## config.mk

```make
export PLATFORM = sky130hd
export DESIGN_NAME = tri_interval_timer
export DESIGN_NICKNAME = d
export VERILOG_FILES = /design/src/rtl/tmr_pkg.sv /design/src/rtl/tmr_cmd_decode.sv /design/src/rtl/tmr_channel.sv /design/src/rtl/tri_interval_timer.sv
export SDC_FILE = /design/constraint.sdc
export NUM_CORES = 1
export LEC_CHECK = 0
export ABC_AREA = 1
export BUFFER_PORTS_ARGS = -buffer_cell sky130_fd_sc_hd__buf_2
export CORE_MARGIN = 5
export CORE_UTILIZATION = 28
export DETAILED_ROUTE_END_ITERATION = 10
export PLACE_DENSITY = 0.4
export SLEW_MARGIN = 40
export SYNTH_ARGS = -nofsm -noshare
export SYNTH_HDL_FRONTEND = slang
export SYNTH_SLANG_ARGS = --single-unit
export TNS_END_PERCENT = 10
```

## constraint.sdc

```tcl
create_clock -name clk -period 3.2 [get_ports clk]
set_input_delay 0.32 -clock clk [delete_from_list [all_inputs] [get_ports clk]]
set_output_delay 0.32 -clock clk [all_outputs]
set_load 0.01 [all_outputs]
```

## src/rtl/tmr_pkg.sv

```systemverilog
package tmr_pkg;
   typedef enum logic [1:0] {
      ACC_LATCH = 2'd0,
      ACC_LO    = 2'd1,
      ACC_HI    = 2'd2,
      ACC_LOHI  = 2'd3
   } acc_e;

   localparam logic [2:0] MD_TERM    = 3'd0;
   localparam logic [2:0] MD_ONESHOT = 3'd1;
   localparam logic [2:0] MD_RATE    = 3'd2;
   localparam logic [1:0] SEL_CMD    = 2'd3;
endpackage

```

## src/rtl/tmr_cmd_decode.sv

```systemverilog
module tmr_cmd_decode
   import tmr_pkg::*;
#(
   parameter int NUM_CH = 3
) (
   input  logic              clk,
   input  logic              rst_n,
   input  logic              cmd_wr,
   input  logic [7:0]        cmd_byte,
   output logic [NUM_CH-1:0] prog,
   output logic [NUM_CH-1:0] lc_req,
   output logic [NUM_CH-1:0] ls_req,
   output logic [2:0]        prog_mode,
   output acc_e              prog_acc
);
   if (NUM_CH < 1 || NUM_CH > 3) begin : g_bad_ch
      $error("tmr_cmd_decode: NUM_CH must be 1..3");
   end

   logic [1:0] chan;
   logic       is_rb;
   logic       mode_ok;
   logic       rb_ok;

   assign chan      = cmd_byte[7:6];
   assign is_rb     = (chan == SEL_CMD);
   assign prog_mode = cmd_byte[3:1];
   assign prog_acc  = acc_e'(cmd_byte[5:4]);
   assign mode_ok   = (cmd_byte[3:1] <= MD_RATE) && !cmd_byte[0];
   assign rb_ok     = cmd_wr && is_rb && !cmd_byte[0];

   for (genvar gi = 0; gi < NUM_CH; gi++) begin : g_req
      logic hit;
      assign hit = cmd_wr && !is_rb && (chan == 2'(gi));
      assign prog[gi]   = hit && (prog_acc != ACC_LATCH) && mode_ok;
      assign lc_req[gi] = (hit && (prog_acc == ACC_LATCH)) ||
                          (rb_ok && cmd_byte[gi+1] && !cmd_byte[5]);
      assign ls_req[gi] = rb_ok && cmd_byte[gi+1] && !cmd_byte[4];
   end

   // at most one channel is programmed by a command byte
   assert_one_prog_R2: assert property (@(posedge clk) disable iff (!rst_n)
      $onehot0(prog));

   // a refused mode or BCD request never reaches a channel
   assert_reject_R3: assert property (@(posedge clk) disable iff (!rst_n)
      (prog != '0) |-> (cmd_byte[3:1] <= 3'd2 && !cmd_byte[0]));
endmodule

```

## src/rtl/tmr_channel.sv

```systemverilog
module tmr_channel
   import tmr_pkg::*;
#(
   parameter int CNT_W  = 16,
   parameter int BYTE_W = 8
) (
   input  logic              clk,
   input  logic              rst_n,
   input  logic              cnt_en,
   input  logic              gate,
   input  logic              prog,
   input  logic [2:0]        prog_mode,
   input  acc_e              prog_acc,
   input  logic              lc_req,
   input  logic              ls_req,
   input  logic              dwr,
   input  logic              drd,
   input  logic [BYTE_W-1:0] wdata,
   output logic [BYTE_W-1:0] rdata,
   output logic              out_pin
);
   if (CNT_W != 2 * BYTE_W) begin : g_bad_w
      $error("tmr_channel: CNT_W must be twice BYTE_W");
   end
   if (BYTE_W != 8) begin : g_bad_b
      $error("tmr_channel: status byte needs BYTE_W of 8");
   end

   localparam logic [CNT_W-1:0] ONE = CNT_W'(1);
   localparam logic [CNT_W-1:0] TWO = CNT_W'(2);

   logic [2:0]        mode_q;
   acc_e              acc_q;
   logic              out_q, null_q, armed_q, written_q, pend_q;
   logic              wr_hi_q, rd_hi_q, gate_prev_q;
   logic              cl_vld_q, sl_vld_q;
   logic [CNT_W-1:0]  cnt_q, reload_q, cl_q;
   logic [BYTE_W-1:0] lo_q, sl_q;
   logic              wr_load;
   logic [CNT_W-1:0]  wr_val;
   logic [CNT_W-1:0]  rd_src;
   logic [7:0]        status_w;
   logic              rise;

   assign status_w = {out_q, null_q, acc_q, mode_q, 1'b0};
   assign rise     = gate && !gate_prev_q;
   assign out_pin  = out_q;

   always_comb begin
      wr_load = 1'b0;
      wr_val  = '0;
      if (dwr) begin
         case (acc_q)
            ACC_LO:   begin wr_load = 1'b1; wr_val = {{BYTE_W{1'b0}}, wdata}; end
            ACC_HI:   begin wr_load = 1'b1; wr_val = {wdata, {BYTE_W{1'b0}}}; end
            ACC_LOHI: begin wr_load = wr_hi_q; wr_val = {wdata, lo_q}; end
            default:  ;
         endcase
      end
   end

   always_comb begin
      rd_src = cl_vld_q ? cl_q : cnt_q;
      if (sl_vld_q)
         rdata = sl_q;
      else if (acc_q == ACC_HI || (acc_q == ACC_LOHI && rd_hi_q))
         rdata = rd_src[CNT_W-1:BYTE_W];
      else
         rdata = rd_src[BYTE_W-1:0];
   end

   always_ff @(posedge clk) begin
      if (!rst_n) begin
         mode_q <= MD_TERM;      acc_q <= ACC_LOHI;
         out_q <= 1'b0;          null_q <= 1'b0;
         armed_q <= 1'b0;        written_q <= 1'b0;
         pend_q <= 1'b0;         wr_hi_q <= 1'b0;
         rd_hi_q <= 1'b0;        gate_prev_q <= 1'b0;
         cl_vld_q <= 1'b0;       sl_vld_q <= 1'b0;
         cnt_q <= '0;            reload_q <= '0;
         cl_q <= '0;             lo_q <= '0;
         sl_q <= '0;
      end else begin
         if (lc_req && !cl_vld_q) begin cl_vld_q <= 1'b1; cl_q <= cnt_q; end
         if (ls_req && !sl_vld_q) begin sl_vld_q <= 1'b1; sl_q <= status_w; end
         if (drd) begin
            if (sl_vld_q) sl_vld_q <= 1'b0;
            else begin
               if (acc_q == ACC_LOHI) rd_hi_q <= !rd_hi_q;
               if (acc_q != ACC_LOHI || rd_hi_q) cl_vld_q <= 1'b0;
            end
         end
         if (cnt_en) begin
            gate_prev_q <= gate;
            case (mode_q)
               MD_TERM: begin
                  if (pend_q) begin
                     cnt_q <= reload_q; pend_q <= 1'b0; null_q <= 1'b0; armed_q <= 1'b1;
                  end else if (armed_q && gate) begin
                     cnt_q <= cnt_q - ONE;
                     if (cnt_q == ONE) out_q <= 1'b1;
                  end
               end
               MD_RATE: begin
                  if (pend_q && !armed_q) begin
                     cnt_q <= reload_q; pend_q <= 1'b0; null_q <= 1'b0; armed_q <= 1'b1;
                  end else if (armed_q && gate) begin
                     if (cnt_q == ONE) begin
                        cnt_q <= reload_q; out_q <= 1'b1; null_q <= 1'b0; pend_q <= 1'b0;
                     end else begin
                        cnt_q <= cnt_q - ONE;
                        if (cnt_q == TWO) out_q <= 1'b0;
                     end
                  end
               end
               default: begin
                  if (rise && written_q) begin
                     cnt_q <= reload_q; out_q <= 1'b0; null_q <= 1'b0;
                     pend_q <= 1'b0; armed_q <= 1'b1;
                  end else if (armed_q && gate) begin
                     cnt_q <= cnt_q - ONE;
                     if (cnt_q == ONE) out_q <= 1'b1;
                  end
               end
            endcase
         end
         if (prog) begin
            mode_q <= prog_mode;   acc_q <= prog_acc;
            out_q <= (prog_mode != MD_TERM);
            armed_q <= 1'b0;       pend_q <= 1'b0;
            written_q <= 1'b0;     wr_hi_q <= 1'b0;
            rd_hi_q <= 1'b0;
         end
         if (dwr && acc_q == ACC_LOHI) begin
            wr_hi_q <= !wr_hi_q;
            if (!wr_hi_q) lo_q <= wdata;
         end
         if (wr_load) begin
            reload_q <= wr_val; null_q <= 1'b1; pend_q <= 1'b1; written_q <= 1'b1;
            if (mode_q == MD_TERM) out_q <= 1'b0;
         end
      end
   end

   // programming sets the output level chosen by the new mode
   assert_prog_low_R2: assert property (@(posedge clk) disable iff (!rst_n)
      (prog && prog_mode == MD_TERM) |=> !out_q);
   assert_prog_high_R2: assert property (@(posedge clk) disable iff (!rst_n)
      (prog && prog_mode != MD_TERM) |=> out_q);

   // in rate mode the output is only low while the count holds 1
   assert_rate_pulse_R6: assert property (@(posedge clk) disable iff (!rst_n)
      (mode_q == MD_RATE && !out_q) |-> (cnt_q == ONE));

   // a low gate holds a running count
   assert_gate_hold_R8: assert property (@(posedge clk) disable iff (!rst_n)
      (armed_q && !pend_q && !gate && !prog) |=> $stable(cnt_q));

   // a latched count does not move until it is released
   assert_latch_frozen_R9: assert property (@(posedge clk) disable iff (!rst_n)
      (cl_vld_q && $past(cl_vld_q)) |-> $stable(cl_q));

   // once risen in mode 0, the output stays high until a write or reprogram
   assert_term_hold_R5: assert property (@(posedge clk) disable iff (!rst_n)
      (mode_q == MD_TERM && out_q && !prog && !wr_load) |=> out_q);
endmodule

```

## src/rtl/tri_interval_timer.sv

```systemverilog
module tri_interval_timer
   import tmr_pkg::*;
#(
   parameter int NUM_CH = 3,
   parameter int CNT_W  = 16,
   parameter int BYTE_W = 8
) (
   input  logic              clk,
   input  logic              rst_n,
   input  logic [1:0]        bus_sel,
   input  logic              bus_wr,
   input  logic              bus_rd,
   input  logic [BYTE_W-1:0] bus_wdata,
   output logic [BYTE_W-1:0] bus_rdata,
   input  logic [NUM_CH-1:0] cnt_en,
   input  logic [NUM_CH-1:0] gate,
   output logic [NUM_CH-1:0] tmr_out
);
   logic [NUM_CH-1:0] prog, lc_req, ls_req;
   logic [2:0]        prog_mode;
   acc_e              prog_acc;
   logic [BYTE_W-1:0] ch_rd [NUM_CH];

   tmr_cmd_decode #(.NUM_CH(NUM_CH)) u_dec (
      .clk       (clk),
      .rst_n     (rst_n),
      .cmd_wr    (bus_wr && bus_sel == SEL_CMD),
      .cmd_byte  (bus_wdata),
      .prog      (prog),
      .lc_req    (lc_req),
      .ls_req    (ls_req),
      .prog_mode (prog_mode),
      .prog_acc  (prog_acc)
   );

   for (genvar gi = 0; gi < NUM_CH; gi++) begin : g_ch
      tmr_channel #(.CNT_W(CNT_W), .BYTE_W(BYTE_W)) u_ch (
         .clk       (clk),
         .rst_n     (rst_n),
         .cnt_en    (cnt_en[gi]),
         .gate      (gate[gi]),
         .prog      (prog[gi]),
         .prog_mode (prog_mode),
         .prog_acc  (prog_acc),
         .lc_req    (lc_req[gi]),
         .ls_req    (ls_req[gi]),
         .dwr       (bus_wr && bus_sel == 2'(gi)),
         .drd       (bus_rd && bus_sel == 2'(gi)),
         .wdata     (bus_wdata),
         .rdata     (ch_rd[gi]),
         .out_pin   (tmr_out[gi])
      );
   end

   always_comb begin
      bus_rdata = '0;
      for (int i = 0; i < NUM_CH; i++)
         if (bus_sel == 2'(i)) bus_rdata = ch_rd[i];
   end
endmodule

```

======== Word level (Yosys, flattened, before mapping) ========
Cells that the tools add are included.
storage, ports and cells
  register bits after elaboration ......... 234
  input bits .............................. 20
  output and inout port bits .............. 11
  logic and storage cells ................. 415
operators by class
  add/sub/neg operators ................... 3
  $lt $le $gt $ge ......................... 1
  eq/ne operators ......................... 51
  multiplexer cells ....................... 162
  bitwise logic cells ..................... 7
  reductions and logical operators ........ 140
operator list
  kind                                                                      count
  16-bit two-way mux                                                        24
  16-bit case mux with 3 select lines                                       3
  1-bit two-way mux                                                         108
  16-bit case mux with 2 select lines                                       3
  8-bit two-way mux                                                         9
  1-bit logical AND                                                         56
  16-bit by 1-bit == test with 1-bit output (second input constant)         3
  16-bit by 2-bit == test with 1-bit output (second input constant)         3
  16-bit by 1-bit subtractor with 16-bit output (second input constant)     3
  5-bit by 1-bit inequality test with 1-bit output (second input constant)  6
  1-bit case mux with 2 select lines                                        15
  4-bit by 1-bit inequality test with 1-bit output (second input constant)  6
  4-bit AND reduction                                                       6
  1-bit zero test                                                           22
  3-bit nonzero test                                                        7
  2-bit == test (second input constant)                                     10
  2-bit nonzero test                                                        10
  3-bit by 1-bit inequality test with 1-bit output (second input constant)  6
  5-bit AND reduction                                                       3
  5-bit nonzero test                                                        3
  2-bit by 1-bit inequality test with 1-bit output (second input constant)  6
  2-bit AND reduction                                                       6
  4-bit nonzero test                                                        3
  2-bit OR reduction                                                        6
  other kinds (9)                                                           37

======== Depth between registers and ports, before layout ========
Gate-level depths: netlist (run 1).
  word-level depth ........................ 12
  mapped depth ............................ 13
  gate-level depth less buffers ........... 13

======== Cells and area by module ========
A second synthesis (run 1) with hierarchy kept.
unflattened totals
  cell total of the unflattened synthesis .. 1958
  area, all modules ....................... 13062.5 um^2
modules (own cells, without submodules)
  module                           instances  cells each  area an instance (um^2)
  tmr_channel at g_ch[1].u_ch ...  2          631         4227.8
  tmr_channel at g_ch[0].u_ch      1          610         4174.0
  tri_interval_timer               1          49          249.0
  tmr_cmd_decode                   1          37          183.9

======== Worst setup path before layout (run 1) ========
OpenSTA, ideal clock, no wires.
  kind .................................... reg-to-output
  from .................................... reg g_ch[0].u_ch.acc_q[0]
  to ...................................... out bus_rdata[0]
  arrival time ............................ 1.762 ns
  slack ................................... 1.118 ns
  cell stages (with the launch flop) ...... 7
  buffers on the path ..................... 1
  cell sequence ........................... dfxtp_1 inv_1 ha_1 a21oi_1 clkbuf_1 nor2_1 o311ai_0
on the way
  cells in the longest elaborated chain, start to end .. 8
  elaborated cells between the ends (all ways) .. 9
ends and longest elaborated chain
  what                               line                      text
  start, declared                    tmr_channel.sv:33         acc_e acc_q;
  start signal, assigned             tmr_channel.sv:128        mode_q <= prog_mode; acc_q <= prog_acc;
  2-bit == test                      tmr_channel.sv:66         else if (acc_q == ACC_HI || (acc_q == ACC_LOHI && rd_hi_q))
  1-bit logical AND                  tmr_channel.sv:66
  1-bit logical OR *                 tmr_channel.sv:66
  8-bit two-way mux *                tmr_channel.sv:66
  8-bit two-way mux *                tmr_channel.sv:64         if (sl_vld_q)
  8-bit two-way mux * (3 in series)  tri_interval_timer.sv:58  if (bus_sel == 2'(i)) bus_rdata = ch_rd[i];
  end, declared                      tri_interval_timer.sv:14  output logic [BYTE_W-1:0] bus_rdata,
Mark *: on every way between the ends. The rest lies on a longest branch, timed or not.

======== Worst setup path after layout (run 1) ========
  from .................................... reg g_ch[0].u_ch.cl_vld_q
  to ...................................... out bus_rdata[5]
on the way
  cells in the longest elaborated chain, start to end .. 6
ends and longest elaborated chain
  what                             line                      text
  start, declared                  tmr_channel.sv:36         logic cl_vld_q, sl_vld_q;
  start signal, assigned           tmr_channel.sv:79         cl_vld_q <= 1'b0; sl_vld_q <= 1'b0;
  start signal, assigned           tmr_channel.sv:84         if (lc_req && !cl_vld_q) begin cl_vld_q <= 1'b1; cl_q <= cnt_q; end
  start signal, assigned           tmr_channel.sv:90         if (acc_q != ACC_LOHI || rd_hi_q) cl_vld_q <= 1'b0;
  16-bit two-way mux               tmr_channel.sv:63         rd_src = cl_vld_q ? cl_q : cnt_q;
  8-bit two-way mux                tmr_channel.sv:66
  8-bit two-way mux                tmr_channel.sv:64
  8-bit two-way mux (3 in series)  tri_interval_timer.sv:58
Every way passes these cells.

==> results.tsv, run 1 <==
metric	value	unit
Post-Synth XOR/XNOR Area	0.474	%
RSZ-0062 raised after global routing	false	
top-area cell type share of the netlist area	36.2	%
drt pass-1 iters	5	
flop-to-flop setup slack	0.95	ns
Most common cell on crit path	a21oi_1	
Clock transition at path regs	0.06	ns
core area	45600	um2
# DRC	0	
Async SR Flop Fraction	0	%
slowest cell delay on critical path	0.54	ns
reg2reg path depth	9	
Die Height	225	um
post-DP HPWL	36000	um
H-tree Lvls	1	
row cnt	78	
Filler cells	5091	
vias in the first global route	12292	
Required @ worst endpoint	2.88	ns
largest family of logic cells by synthesized area	simple AND/OR/NAND/NOR gates	
CTS max path bufs	3	
Synth top cells by count	437 x nand2_1, 234 x dfxtp_1, 216 x inv_1, 210 x o21ai_0, 199 x nor2_1	
Yosys warnings	0	
Slew HR	47.9	%
IO Port Bufs	30	
pwr/cell area	517	nW/um2
CTS Sinks	234	
library cells used by synthesis	44	
post-layout net count	2026	
DIE WIDTH	225	um
worst hold stages	2	
Critical-path top delay cell	dfxtp_1	
die area	50600	um2
worst path cell trace	clkinv_1, buf_4, nor2_1, a21oi_1, a21oi_1, o21ai_0, a22oi_1, nand4_1, buf_2	
Post-Synth Adder-Cell Area	2.03	%
RR Startpoint	g_ch[0].u_ch.acc_q[0]$_SDFFE_PN1P_	
Highest Clock Rate	0.339	GHz
sequential area share after synthesis	36.2	%
CTS buffer count	31	
Peak supply drop	0.387	mV
largest net degree at the start of global routing	64	
syn_area_per_cell	6.55	um2
fin crit share	92.2	%
DR vias	13041	
Via density	5.00	
TritonCTS clock tree	done	
first-pass GRT wire length	74800	um
clk_lat worst skew	0.58	ns
worst-margin pin slew	0.769	ns
initial antenna violation count	1	
num ports	31	
most common cell in the netlist	nand2_1	
CP Capture Type	primary output	
status	complete, no violations	
Synth Flop Type	dfxtp_1	
crit path DAT	2.63	ns
leakage	6.26	nW
synthesized flop and latch total	234	
CP Class	flip-flop to primary output	
Diodes inserted	0	
P&R area growth vs syn	14.4	%
Post-synth EDFFs	0	
hold path endpoint	g_ch[1].u_ch.gate_prev_q$_SDFFE_PN0P_	
top cells by area, synth	dfxtp_1 36%, nand2_1 13%, o21ai_0 8.1%, a21oi_1 7.6%, inv_1 6.3%	
worst min path class	primary input to flip-flop	
area of the mapped netlist	12900	um2
Hold Vio Cnt, Final	0	
RR Endpoint	g_ch[0].u_ch.out_pin$_SDFF_PN0_	
syn nets	2018	
DRT antenna net count	0	
setup TNS	0	ns
Post-Synthesis Cells	1977	
start point of the worst min-delay path	cnt_en[1]	
largest area contributor in the netlist	dfxtp_1	
simple-gate share of the synthesized area	28.7	%
clock root buffer	clkbuf_16	
Total GRT Usage	18.6	%
global route overflow	0	
Routability Congestion	0.888	
drt wl/cell	18.5	um
layout cells sized above 1	8.77	%
initial drt markers	1049	
mux contribution to synthesized area	0.0774	%
Final Max Tran Viols	0	
Final Skew	0.0141	ns
CP max FO	14	
starting density of the core	28.4	%
Period minus WS final	2.95	ns
max cap viols	0	
Final Setup Violations	0	
startpoint class of the critical path	flip-flop	
final wirelength	48200	um
compound-gate portion of the synthesized area	22.4	%
Tot Pwr	7.66	mW
-- cell families after synthesis --
group | Yosys count
adders and majority gates | 21
muxes | 1
DFF | 234
buffers and inverters | 322
xor gates and xnor gates | 7
AOI/OAI and AO/OA | 521
and+or+nand+nor | 871
-- timing repair --
item	CTS	global route
gates resized for setup	0	2
hold buffers	2	0
buffers inserted	0	0
endpoints found under the setup margin	0	3
hold endpoints to repair	2	0
-- how the worst max path moves through the flow --
| stage | start | to | cells past startpoint |
|---|---|---|---|
| 2_1_floorplan | g_ch[0].u_ch.acc_q[0]$_SDFFE_PN1P_ | bus_rdata[0] | 6 |
| 3_5_place_dp | g_ch[1].u_ch.acc_q[0]$_SDFFE_PN1P_ | bus_rdata[0] | 10 |
| 6_report | g_ch[0].u_ch.cl_vld_q$_SDFF_PN0_ | bus_rdata[5] | 9 |
| 5_1_grt | g_ch[0].u_ch.cl_vld_q$_SDFF_PN0_ | bus_rdata[5] | 9 |
| 4_1_cts | g_ch[1].u_ch.acc_q[0]$_SDFFE_PN1P_ | bus_rdata[0] | 10 |
| 3_3_place_gp | g_ch[0].u_ch.acc_q[0]$_SDFFE_PN1P_ | bus_rdata[6] | 7 |
-- stage by stage --
stage	worst slack [ns]	instances	utilization, %	hold slack, ns	area, um2
after global placement	0.783	2550	30.0	0.430	13700
final	0.249	2607	32.5	0.0391	14800
after detailed placement	0.781	2550	30.0	0.436	13700
after floorplan	1.12	1977	-	0.414	12900
after global routing	0.0139	2607	32.5	0.0346	14800
after CTS	0.152	2607	32.5	0.00926	14800
-- routing by layer --
| layer | wire, um | vias to the layer above | global-route usage (%) |
|---|---|---|---|
| met5 | 0 | - | 0 |
| met3 | 2180 | 60 | 2.46 |
| li1 | - | 6585 | - |
| met2 | 21400 | 263 | 29.4 |
| met1 | 23700 | 6133 | 27.3 |
| met4 | 977 | 0 | 3.87 |
-- worst max-delay path, delay by kind of cell (launching register included) --
kind,cells,cell delay (ns)
AO/OA/AOI/OAI,4,0.72
flip-flops,1,0.54
buffers and inverters,3,0.52
AND/OR/NAND/NOR,2,0.26
-- report_power, final --
| part | internal (mW) | switching, mW | total [mW] |
|---|---|---|---|
| Sequential | 2.98 | 0.0623 | 3.04 |
| Clock | 2.38 | 1.41 | 3.79 |
| Combinational | 0.238 | 0.588 | 0.826 |
| Total | 5.60 | 2.06 | 7.66 |
-- cells in the final DEF, fill, tap and decap left out, types with 6 or more instances in the layout --
master / netlist / routed
o21ai_1: 7 / 8
o22ai_1: 7 / 7
nor2_1: 199 / 199
clkbuf_8: 0 / 6
a21oi_1: 196 / 196
nand4_1: 16 / 16
inv_2: 12 / 13
o211ai_1: 49 / 49
buf_4: 10 / 30
ha_1: 21 / 20
nand2_1: 437 / 437
nand2_2: 15 / 15
o21ai_0: 210 / 209
bufinv_16: 0 / 6
dfxtp_1: 234 / 234
a221oi_1: 14 / 14
nor3_1: 14 / 14
inv_1: 216 / 215
a211oi_1: 22 / 22
buf_2: 22 / 29
nand3_1: 152 / 152
nor2_2: 16 / 16
clkbuf_16: 0 / 31
-- layout make-up --
| cell class | count | area, um2 | area share, % |
|---|---|---|---|
| multi-input cells | 1421 | 6950 | 47.0 |
| flip-flops and latches | 234 | 4680 | 31.6 |
| inverters | 234 | 880 | 5.94 |
| clock buffers | 41 | 873 | 5.90 |
| well taps | 600 | 751 | 5.07 |
| repair buffers | 63 | 430 | 2.91 |
| clock inverters | 14 | 233 | 1.57 |
-- flip-flops by register name (all words and copies together) (netlist names), 6 cells and up --
register and cells:
g_ch.u_ch.mode_q 9, g_ch.u_ch.cl_q 48, g_ch.u_ch.sl_q 21, g_ch.u_ch.acc_q 6, g_ch.u_ch.lo_q 24, g_ch.u_ch.cnt_q 48
g_ch.u_ch.reload_q 48
Note: power is estimated with default switching activity, not from simulation.
==> run 2: changes to the inputs <==
Settings changed: BUFFER_PORTS_ARGS -buffer_cell sky130_fd_sc_hd__buf_2 to default, CTS_CLUSTER_SIZE from default to 14, DONT_BUFFER_PORTS from default to 1, PLACE_DENSITY 0.4 to 0.39, REMOVE_ABC_BUFFERS from default to 1.
==> results.tsv, run 2 (synthesis results as in run 1) <==
metric	value	unit	change
Filler cells	5002		-1.7%
setup TNS	0	ns	unchanged
Tot Pwr	7.38	mW	-3.7%
status	complete, no violations		
DR vias	12993		-0.37%
CP Capture Type	primary output		
fin crit share	93.6	%	+1.4 points
row cnt	78		unchanged
drt pass-1 iters	5		unchanged
first-pass GRT wire length	77300	um	+3.3%
Final Setup Violations	0		unchanged
worst min path class	primary input to flip-flop		
most common cell after layout, fill and taps aside	nand2_1		
CP max FO	8		-6
worst path buffer plus inverter count	3		unchanged
reg2reg path depth	9		unchanged
CP Class	flip-flop to primary output		
Final Skew	0.0116	ns	-0.00253 ns
clock root buffer	clkbuf_16		
Most common cell on crit path	inv_1		
final wirelength	51300	um	+6.5%
Highest Clock Rate	0.334	GHz	-1.5%
max cap viols	0		unchanged
Die Height	225	um	unchanged
CTS max path bufs	3		unchanged
post-DP HPWL	35700	um	-0.86%
largest net degree at the start of global routing	130		+100%
crit path DAT	2.68	ns	+0.05 ns
post-CTS setup buffers	0		unchanged
# DRC	0		unchanged
pwr/cell area	503	nW/um2	-2.9%
die area	50600	um2	unchanged
DRT antenna net count	0		unchanged
clk_lat worst skew	0.57	ns	about the same
Routability Congestion	0.825		-7.2%
top flop regs	g_ch.u_ch.cl_q: 48 flops, g_ch.u_ch.cnt_q: 48 flops, g_ch.u_ch.reload_q: 48 flops		
starting density of the core	28.4	%	unchanged
initial antenna violation count	3		+2
post-layout net count	2004		-1.1%
Diodes inserted	0		unchanged
hold path endpoint	g_ch[0].u_ch.armed_q$_SDFFE_PP0P_		
worst path cell trace	inv_1, ha_1, inv_1, nand2_1, o21ai_0, nor2_1, o21ai_1, o311ai_0, buf_4		
startpoint class of the critical path	flip-flop		
worst-margin pin slew	0.735	ns	-0.0343 ns
leakage	6.13	nW	-2.1%
worst hold stages	4		+2
CTS buffer count	30		-3.2%
Clock transition at path regs	0.06	ns	about the same
CTS Sinks	234		unchanged
flop-to-flop setup slack	0.34	ns	-0.61 ns
Final Max Tran Viols	0		unchanged
Largest delay share family, worst path	compound AO/OA/AOI/OAI gates		
P&R area growth vs syn	13.4	%	
RR Endpoint	g_ch[0].u_ch.reload_q[13]$_SDFFE_PN0P_		
DIE WIDTH	225	um	unchanged
RSZ-0062 raised after global routing	false		
slowest cell delay on critical path	0.40	ns	-0.14 ns
layout cells sized above 1	7.10	%	-1.7 points
RR Startpoint	g_ch[0].u_ch.acc_q[0]$_SDFFE_PN1P_		
Via density	5.03		+0.48%
TritonCTS clock tree	done		
H-tree Lvls	1		unchanged
Hold Vio Cnt, Final	0		unchanged
start point of the worst min-delay path	cnt_en[0]		
global route overflow	0		unchanged
Peak supply drop	0.275	mV	-29%
initial drt markers	1020		-2.8%
Core Util, Final	32.2	%	-0.27 points
drt wl/cell	19.8	um	+7.4%
num ports	31		unchanged
placed instance area	13400	um2	-1.8%
core area	45600	um2	unchanged
Critical-path top delay cell	dfxtp_1		
Period minus WS final	3.00	ns	+0.0444 ns
most frequent cells in the layout	437 x nand2_1, 233 x dfxtp_1, 215 x inv_1		
Total GRT Usage	19.6	%	+0.97 points
Required @ worst endpoint	2.88	ns	about the same
Slew HR	51.0	%	+3.0 points
WHS	0.0303	ns	-0.00879 ns
IO Port Bufs	0		-100%
fin area	14700	um2	-0.84%
vias in the first global route	12318		+0.21%
==> run 2: power breakdown <==
group	switching [mW]	total, mW	leakage (nW)	internal [mW]
clock network	1.40	3.54	0.508	2.13
logic	0.572	0.805	3.73	0.233
registers	0.0601	3.04	1.90	2.98
==> run 2: layer usage <==
metal  wire (um)  global-route usage, %
met1       24800                   28.4
met4        1100                   4.44
met5           0                      0
met3        2440                   2.24
met2       22900                   31.4
==> run 2: worst max path at each step <==
stage	startpoint	slack, ns	endpoint	cells after the start
3_5_place_dp	g_ch[2].u_ch.acc_q[0]$_SDFFE_PN1P_	0.56	bus_rdata[0]	9
5_1_grt	g_ch[1].u_ch.acc_q[0]$_SDFFE_PN1P_	0.05	bus_rdata[4]	9
3_3_place_gp	g_ch[2].u_ch.acc_q[0]$_SDFFE_PN1P_	0.62	bus_rdata[0]	9
2_1_floorplan	g_ch[1].u_ch.acc_q[0]$_SDFFE_PN1P_	0.91	bus_rdata[1]	8
4_1_cts	g_ch[1].u_ch.acc_q[0]$_SDFFE_PN1P_	0.03	bus_rdata[1]	9
6_report	g_ch[2].u_ch.acc_q[0]$_SDFFE_PN1P_	0.20	bus_rdata[0]	9
==> run 2: layout make-up <==
| type | count | area [um2] | area share, % |
|---|---|---|---|
| sequential | 234 | 4690 | 31.9 |
| clock inverter | 13 | 146 | 0.997 |
| multi-input combinational | 1421 | 6960 | 47.4 |
| inverter | 234 | 880 | 5.99 |
| clock buffer | 41 | 873 | 5.95 |
| tap | 600 | 751 | 5.11 |
| timing repair buffer | 42 | 380 | 2.59 |
==> run 2: per-stage QoR <==
stage | instances | worst slack [ns]
2_1_floorplan | 1889 | 0.912
3_3_place_gp | 2510 | 0.619
3_5_place_dp | 2510 | 0.557
4_1_cts | 2585 | 0.0306
5_1_grt | 2585 | 0.0529
6_report | 2585 | 0.205
==> run 2: worst register-to-register path, delay by kind of cell, from the launching register on <==
family                     cells  cell delay [ns]
adders and majority gates      1             0.30
AOI/OAI and AO/OA              2             0.44
buffers and inverters          4             1.18
DFF                            1             0.41
and+or+nand+nor                2             0.42
==> run 2: repair_timing <==
action / in CTS / in global routing
hold endpoints to repair: 150 / 0
endpoints found under the setup margin: 1 / 7
hold buffers: 21 / 0
resized for setup: 1 / 2
